**src/rtl/dma_stop_ctrl.sv**
```systemverilog
module dma_stop_ctrl (
  input  logic       clk,
  input  logic       rst_n,
  input  logic       run_set,
  input  logic       run_clr,
  input  logic       abort,
  input  logic       halt_clr,
  input  logic       err_clr,
  input  logic [2:0] phase,
  input  logic       bus_busy,
  input  logic       fetch_err,
  input  logic       data_err,
  input  logic       wb_done,
  output logic       run,
  output logic       halt,
  output logic       err,
  output logic       term_flag,
  output logic       stop_req,
  output logic       wb_req,
  output logic       dev_valid
);
  localparam logic [2:0] PH_FETCH = 3'd1;
  localparam logic [2:0] PH_XFER  = 3'd2;
  localparam logic [2:0] PH_LINK  = 3'd4;
  localparam logic [2:0] PH_CHAIN = 3'd5;

  localparam logic [1:0] S_IDLE  = 2'd0;
  localparam logic [1:0] S_RUN   = 2'd1;
  localparam logic [1:0] S_DRAIN = 2'd2;
  localparam logic [1:0] S_WBT   = 2'd3;

  logic [1:0] st;
  logic       run_q, halt_q, err_q, nodesc_q, errwb_q;

  wire between_desc = (phase == PH_LINK) || (phase == PH_CHAIN);

  always_ff @(posedge clk) begin
    if (!rst_n) begin
      st       <= S_IDLE;
      run_q    <= 1'b0;
      halt_q   <= 1'b0;
      err_q    <= 1'b0;
      nodesc_q <= 1'b0;
      errwb_q  <= 1'b0;
    end else begin
      if (halt_clr) halt_q <= 1'b0;
      if (err_clr)  err_q  <= 1'b0;
      case (st)
        S_IDLE: begin
          if (run_set && !halt_q) begin
            run_q <= 1'b1;
            st    <= S_RUN;
          end
        end
        S_RUN: begin
          if (fetch_err && phase == PH_FETCH) begin
            run_q  <= 1'b0;
            halt_q <= 1'b1;
            err_q  <= 1'b1;
            st     <= S_IDLE;
          end else if (data_err && phase == PH_XFER) begin
            run_q   <= 1'b0;
            errwb_q <= 1'b1;
            st      <= S_WBT;
          end else if (abort) begin
            nodesc_q <= between_desc;
            errwb_q  <= 1'b0;
            st       <= S_DRAIN;
          end else if (run_clr) begin
            run_q <= 1'b0;
            st    <= S_IDLE;
          end
        end
        S_DRAIN: begin
          if (!bus_busy) begin
            if (nodesc_q) begin
              run_q  <= 1'b0;
              halt_q <= 1'b1;
              st     <= S_IDLE;
            end else begin
              st <= S_WBT;
            end
          end
        end
        default: begin
          if (wb_done) begin
            run_q  <= 1'b0;
            halt_q <= 1'b1;
            if (errwb_q) err_q <= 1'b1;
            errwb_q <= 1'b0;
            st      <= S_IDLE;
          end
        end
      endcase
    end
  end

  assign run       = run_q;
  assign halt      = halt_q;
  assign err       = err_q;
  assign wb_req    = (st == S_WBT);
  assign term_flag = (st == S_WBT);
  assign stop_req  = (st == S_DRAIN) || (st == S_WBT);
  assign dev_valid = !((st == S_WBT) && !errwb_q);

  a_r2_run_needs_start: assert property (@(posedge clk) disable iff (!rst_n)
    $rose(run) |-> ($past(run_set) && !$past(halt)));

  a_r3_fetch_err_halts: assert property (@(posedge clk) disable iff (!rst_n)
    (st == S_RUN && fetch_err && phase == PH_FETCH) |=> (halt && err && !run && !wb_req));

  a_r4_no_run_in_wb: assert property (@(posedge clk) disable iff (!rst_n)
    wb_req |-> !run || !dev_valid);

  a_r5_err_source: assert property (@(posedge clk) disable iff (!rst_n)
    $rose(err) |-> ($past(wb_done) || $past(fetch_err)));

  a_r6_wb_after_drain: assert property (@(posedge clk) disable iff (!rst_n)
    ($rose(wb_req) && !dev_valid) |-> !$past(bus_busy));

  a_r9_idle_quiet: assert property (@(posedge clk) disable iff (!rst_n)
    (st == S_IDLE && !run_set) |=> (!$rose(halt) && !$rose(err) && !wb_req));

  a_r10_halt_sticky: assert property (@(posedge clk) disable iff (!rst_n)
    (halt && !halt_clr) |=> halt);
endmodule

```
**config.mk**
```make
export PLATFORM = sky130hd
export DESIGN_NAME = dma_stop_ctrl
export DESIGN_NICKNAME = d
export VERILOG_FILES = /design/src/rtl/dma_stop_ctrl.sv
export SDC_FILE = /design/constraint.sdc
export NUM_CORES = 1
export LEC_CHECK = 0
export ABC_AREA = 1
export BUFFER_PORTS_ARGS = -buffer_cell sky130_fd_sc_hd__buf_2
export CORE_MARGIN = 3
export CORE_UTILIZATION = 25
export DETAILED_ROUTE_END_ITERATION = 6
export GPL_ROUTABILITY_DRIVEN = 0
export PLACE_DENSITY_LB_ADDON = 0.15
export SLEW_MARGIN = 5
export SYNTH_ARGS = -nofsm -noshare
export SYNTH_HDL_FRONTEND = slang
export SYNTH_SLANG_ARGS = --single-unit
export TNS_END_PERCENT = 50
```
**constraint.sdc**
```tcl
create_clock -name clk -period 1 [get_ports clk]
set_input_delay 0.15 -clock clk [delete_from_list [all_inputs] [get_ports clk]]
set_output_delay 0.15 -clock clk [all_outputs]
set_load 0.005 [all_outputs]
```
; Word-level counts from Yosys, hierarchy flattened
; Cells that the tools add are included.
; W data, S select, Z words.
[totals]
regBits = 7
inputBits = 14
out_inout_bits = 7
wordCells = 74
[classes]
n_eq_ne = 15
muxes = 33
bitwise_logic = 3
n_reduce_logical = 17
[op_table]
columns = operator, count
row1 = $mux W1, 20
row2 = $mux W2, 8
row3 = $reduce_and A4 Y1, 3
row4 = $ne A2 B2 Y1 const B, 4
row5 = $ne A4 B4 Y1 const B, 2
row6 = $eq A3 B3 Y1 const B, 2
row7 = $pmux W1 S3, 2
row8 = $pmux W2 S3, 1
row9 = $reduce_and A6 Y1, 1
row10 = $ne A5 B5 Y1 const B, 1
row11 = $eq A2 B2 Y1 const B, 2
row12 = $logic_and A1 B1 Y1, 4
row13 = $pmux W1 S2, 2
row14 = $reduce_bool A4 Y1, 1
row15 = $eq A3 B1 Y1 const B, 1
row16 = $eq A3 B2 Y1 const B, 1
row17 = $logic_not A1 Y1, 3
row18 = $ne A3 B3 Y1 const B, 1
row19 = $not A1 Y1, 3
row20 = $eq A2 B1 Y1 const B, 1
row21 = $logic_not A2 Y1, 1
row22 = $logic_or A1 B1 Y1, 2
row23 = $reduce_bool A2 Y1, 1
row24 = $reduce_or A2 Y1, 1

; Longest topological paths before layout
[logic_depth]
ltp_word = 5
ltp_mapped = 9
mapped_depth_nobuf = 9

; Worst setup path after synthesis
; Ideal clock, no wire load.
[synth_path]
path_type = reg-to-reg
startpoint = reg st[1]
endpoint = reg nodesc_q
setup_time_ns = 0.118
arrival_ns = 0.971
required_time_ns = 0.882
setup_slack_ns = -0.089
stages_incl_launch_ff = 8
period_less_slack_ns = 1.089
path_cell_list = dfxtp_1 buf_4 inv_1 nand2_1 nor2_1 nand3_1 a21oi_1 nor3b_2
[synth_via]
elab_chain_cells = 2
[synth_rtl]
columns = item, line_no
row1 = start: declaration, 32  ; logic [1:0] st;
row2 = start signal: assignment, 39  ; st <= S_IDLE;
row3 = start signal: assignment, 52  ; st <= S_RUN;
row4 = start signal: assignment, 60  ; st <= S_IDLE;
row5 = $eq A2 B1 Y1, 48  ; case (st)
row6 = $reduce_and A4 Y1 (no line), n/a
row7 = end signal: assignment, 66  ; nodesc_q <= between_desc;
row8 = end: declaration, 33  ; logic run_q, halt_q, err_q, nodesc_q, errwb_q;
; Every way passes these cells.
; A chain may end at the register's enable or synchronous reset.

; Final worst setup path
[layout_path]
startpoint = reg st[0]
endpoint = reg st[1]
[layout_via]
elab_chain_cells = 3
elab_cells_between_ends = 9
[layout_rtl]
columns = item, line_no
row1 = $eq A2 B1 Y1 (tied with other cells), 48
row2 = $ne A5 B5 Y1 (no line) (tied with other cells), n/a
row3 = $reduce_and A4 Y1 (no line), n/a
; Parallel ways exist; a longest one is shown, timed or not.

==> out/metrics.cfg <==
[status]
status = finished with violations
violations = negative setup slack

[pwr]
power_density_mw_per_mm2 = 2300
irDropWorstVdd_uv = 1220
p_leak_nw = 0.453
finalPower_mw = 2.02

[place]
place_ws_ns = -0.182
dpl.hpwl_um = 1200
io_buffers = 20

[clock_tree]
htree_levels = 1
numCtsBuffers = 3
cts_tree = yes
clkSlewWorstSetupHoldPaths_ns = 0.05
insertion_delay_ns = 0.25
holdBufCountCts = 0
cts-root-buf = clkbuf_4
cts_max_path_buffers = 2
cts.sinks = 7

[global_route]
grt_pass1_vias = 634
antenna_found_initial = 0
grt-ovfl-total = 0
grt.total_usage = 0.135
grt_max_degree = 6
grt_pass1_wl_um = 2660

[sta]
grt_setup_unrepaired = true
worst_slack_ns = -0.188
fin_setup_tns_ns = -1.23
tightest_slew_ns = 0.256
fmax_ghz = 0.841
hold_violations = 0
setup_viol = 11
report.final.slew_viol_count = 0
max_slew_margin = 0.828
min_period_over_period = 1.19
final.min_clock_period_ns = 1.19
clock_skew_ns = 0.00139

[route]
vias_per_cell = 4.36
dr.pass1.iters = 3
drcViolationCount = 0
drtAntennaViolNets = 0
route.vias.total = 637
wl_per_cell_um = 10.6
drt_iter0_markers = 3
wl_um = 1550

[cells_and_area]
drive_gt1_frac = 0.504
syn_to_final_growth_pct = 67.2
utilization = 0.474
antenna_cells = 0
nets = 136

[critical_path]
cp-end-kind = flip-flop
worstPathRequired_ns = 1.15
cp_max_fo = 5
critical_path_arrival_ns = 1.34
critPathKind = flip-flop to flip-flop
crit_path_start_kind = flip-flop

[floorplanning]
die_h_um = 51.9
die_w_um = 51.9
io_pins = 21
fp.coreArea_mm2 = 0.00186
initial_core_util = 0.284
die_area_mm2 = 0.00269
rows = 15

[job]
drv_cap = 0

[synthesis]
synthTopCellsByCount = 21 x nand2_1, 15 x inv_1, 9 x nor2_1
yosysTopAreaCell = dfxtp_1
ys_seq_area_frac = 0.266
syn_avg_cell_area_um2 = 6.05
ys_ff_latch = 7
synth_warnings = 0
synth.most_common_cell = nand2_1
async_flop_share = 0
synthTopCellsByArea = dfxtp_1 27%, nand2_1 15%, inv_1 11%
synth_nets = 101
synthCells = 87
synth_edf_count = 0
ys.flop_type = dfxtp_1
synth_top_area_frac = 0.266
netlist_area_um2 = 527
yosysUniqueCellTypes = 21

[min_path]
min-delay-path-class = input port to flip-flop

==> flip-flops by register name, summed over array words and instances, names as in the netlist <==
register and cells:
nodesc_q 1, err 1, errwb_q 1, run 1, halt 1, st 2
==> per-stage QoR <==
stage                     hold slack, ns  area, µm²  instances
after floorplan                    0.248        544         87
after global placement             0.408        728        139
after detailed placement           0.412        728        139
after CTS                          0.148        858        146
after global routing               0.163        881        146
final                              0.156        881        146
==> what timing repair did <==
| action | CTS | global route |
|---|---|---|
| endpoints found under the setup margin | 11 | 11 |
| hold endpoints to repair | 0 | 0 |
| gates resized for setup | 21 | 7 |
| pin swaps | 9 | 3 |
| setup buffers | 3 | 0 |
==> final cells by class <==
cell class	instances	area, µm²
clock buffer	4	26.3
fill	210	977
inverter	16	67.6
multi-input combinational	61	383
sequential	7	148
tap	25	31.3
timing repair buffer	33	225
==> placed cells by master, fill, tap and decap left out, drive strengths merged <==
cell and count:
o22ai 1, nand4 2, inv 16, o211ai 1
or2 1, dfxtp 7, nand3 10, clkbuf 4
o21ai 2, a21oi 8, nor2 11, nor4 1
nor3b 1, buf 33, nand2 23
==> power breakdown <==
part | switching (mW) | leakage, nW | total, mW | internal [mW]
Combinational | 0.690 | 0.380 | 1.32 | 0.633
Sequential | 0.0723 | 0.0585 | 0.443 | 0.371
Clock | 0.104 | 0.0150 | 0.256 | 0.152
==> cell families after synthesis <==
group | Yosys count | share of synthesized area
AND/OR/NAND/NOR | 49 | 0.456
flip-flops | 7 | 0.266
buffers and inverters | 19 | 0.150
AO/OA/AOI/OAI | 12 | 0.128
==> metal layers <==
metal | global-route usage | part of all wire | wire [µm] | vias to the layer above
li1 | - | - | - | 346
met1 | 0.148 | 0.45 | 690 | 279
met4 | 0.0262 | 0.0039 | 6 | 0
met5 | 0 | 0 | 0 | -
met3 | 0.0516 | 0.037 | 58 | 2
met2 | 0.243 | 0.51 | 793 | 10
==> path summary, 6_finish.rpt <==
kind                        start                   end  slack [ns]  cells after the start
min                         rst_n        err$_SDFF_PN0_        0.16                      3
min reg2reg  errwb_q$_SDFFE_PN0P_  errwb_q$_SDFFE_PN0P_        0.49                      2
max            st[0]$_SDFFE_PN0P_    st[1]$_SDFFE_PN0P_       -0.19                      8
max reg2reg    st[0]$_SDFFE_PN0P_    st[1]$_SDFFE_PN0P_       -0.19                      8
==> worst max-delay path, stage by stage, from the launching register on <==
cell,delay [ns]
dfxtp_4,0.37
buf_8,0.14
inv_6,0.04
nand3_2,0.08
nand2_4,0.08
a21oi_4,0.14
nand2_2,0.08
nor2_1,0.09
nor2_1,0.05
(Power assumes the default switching activity.)
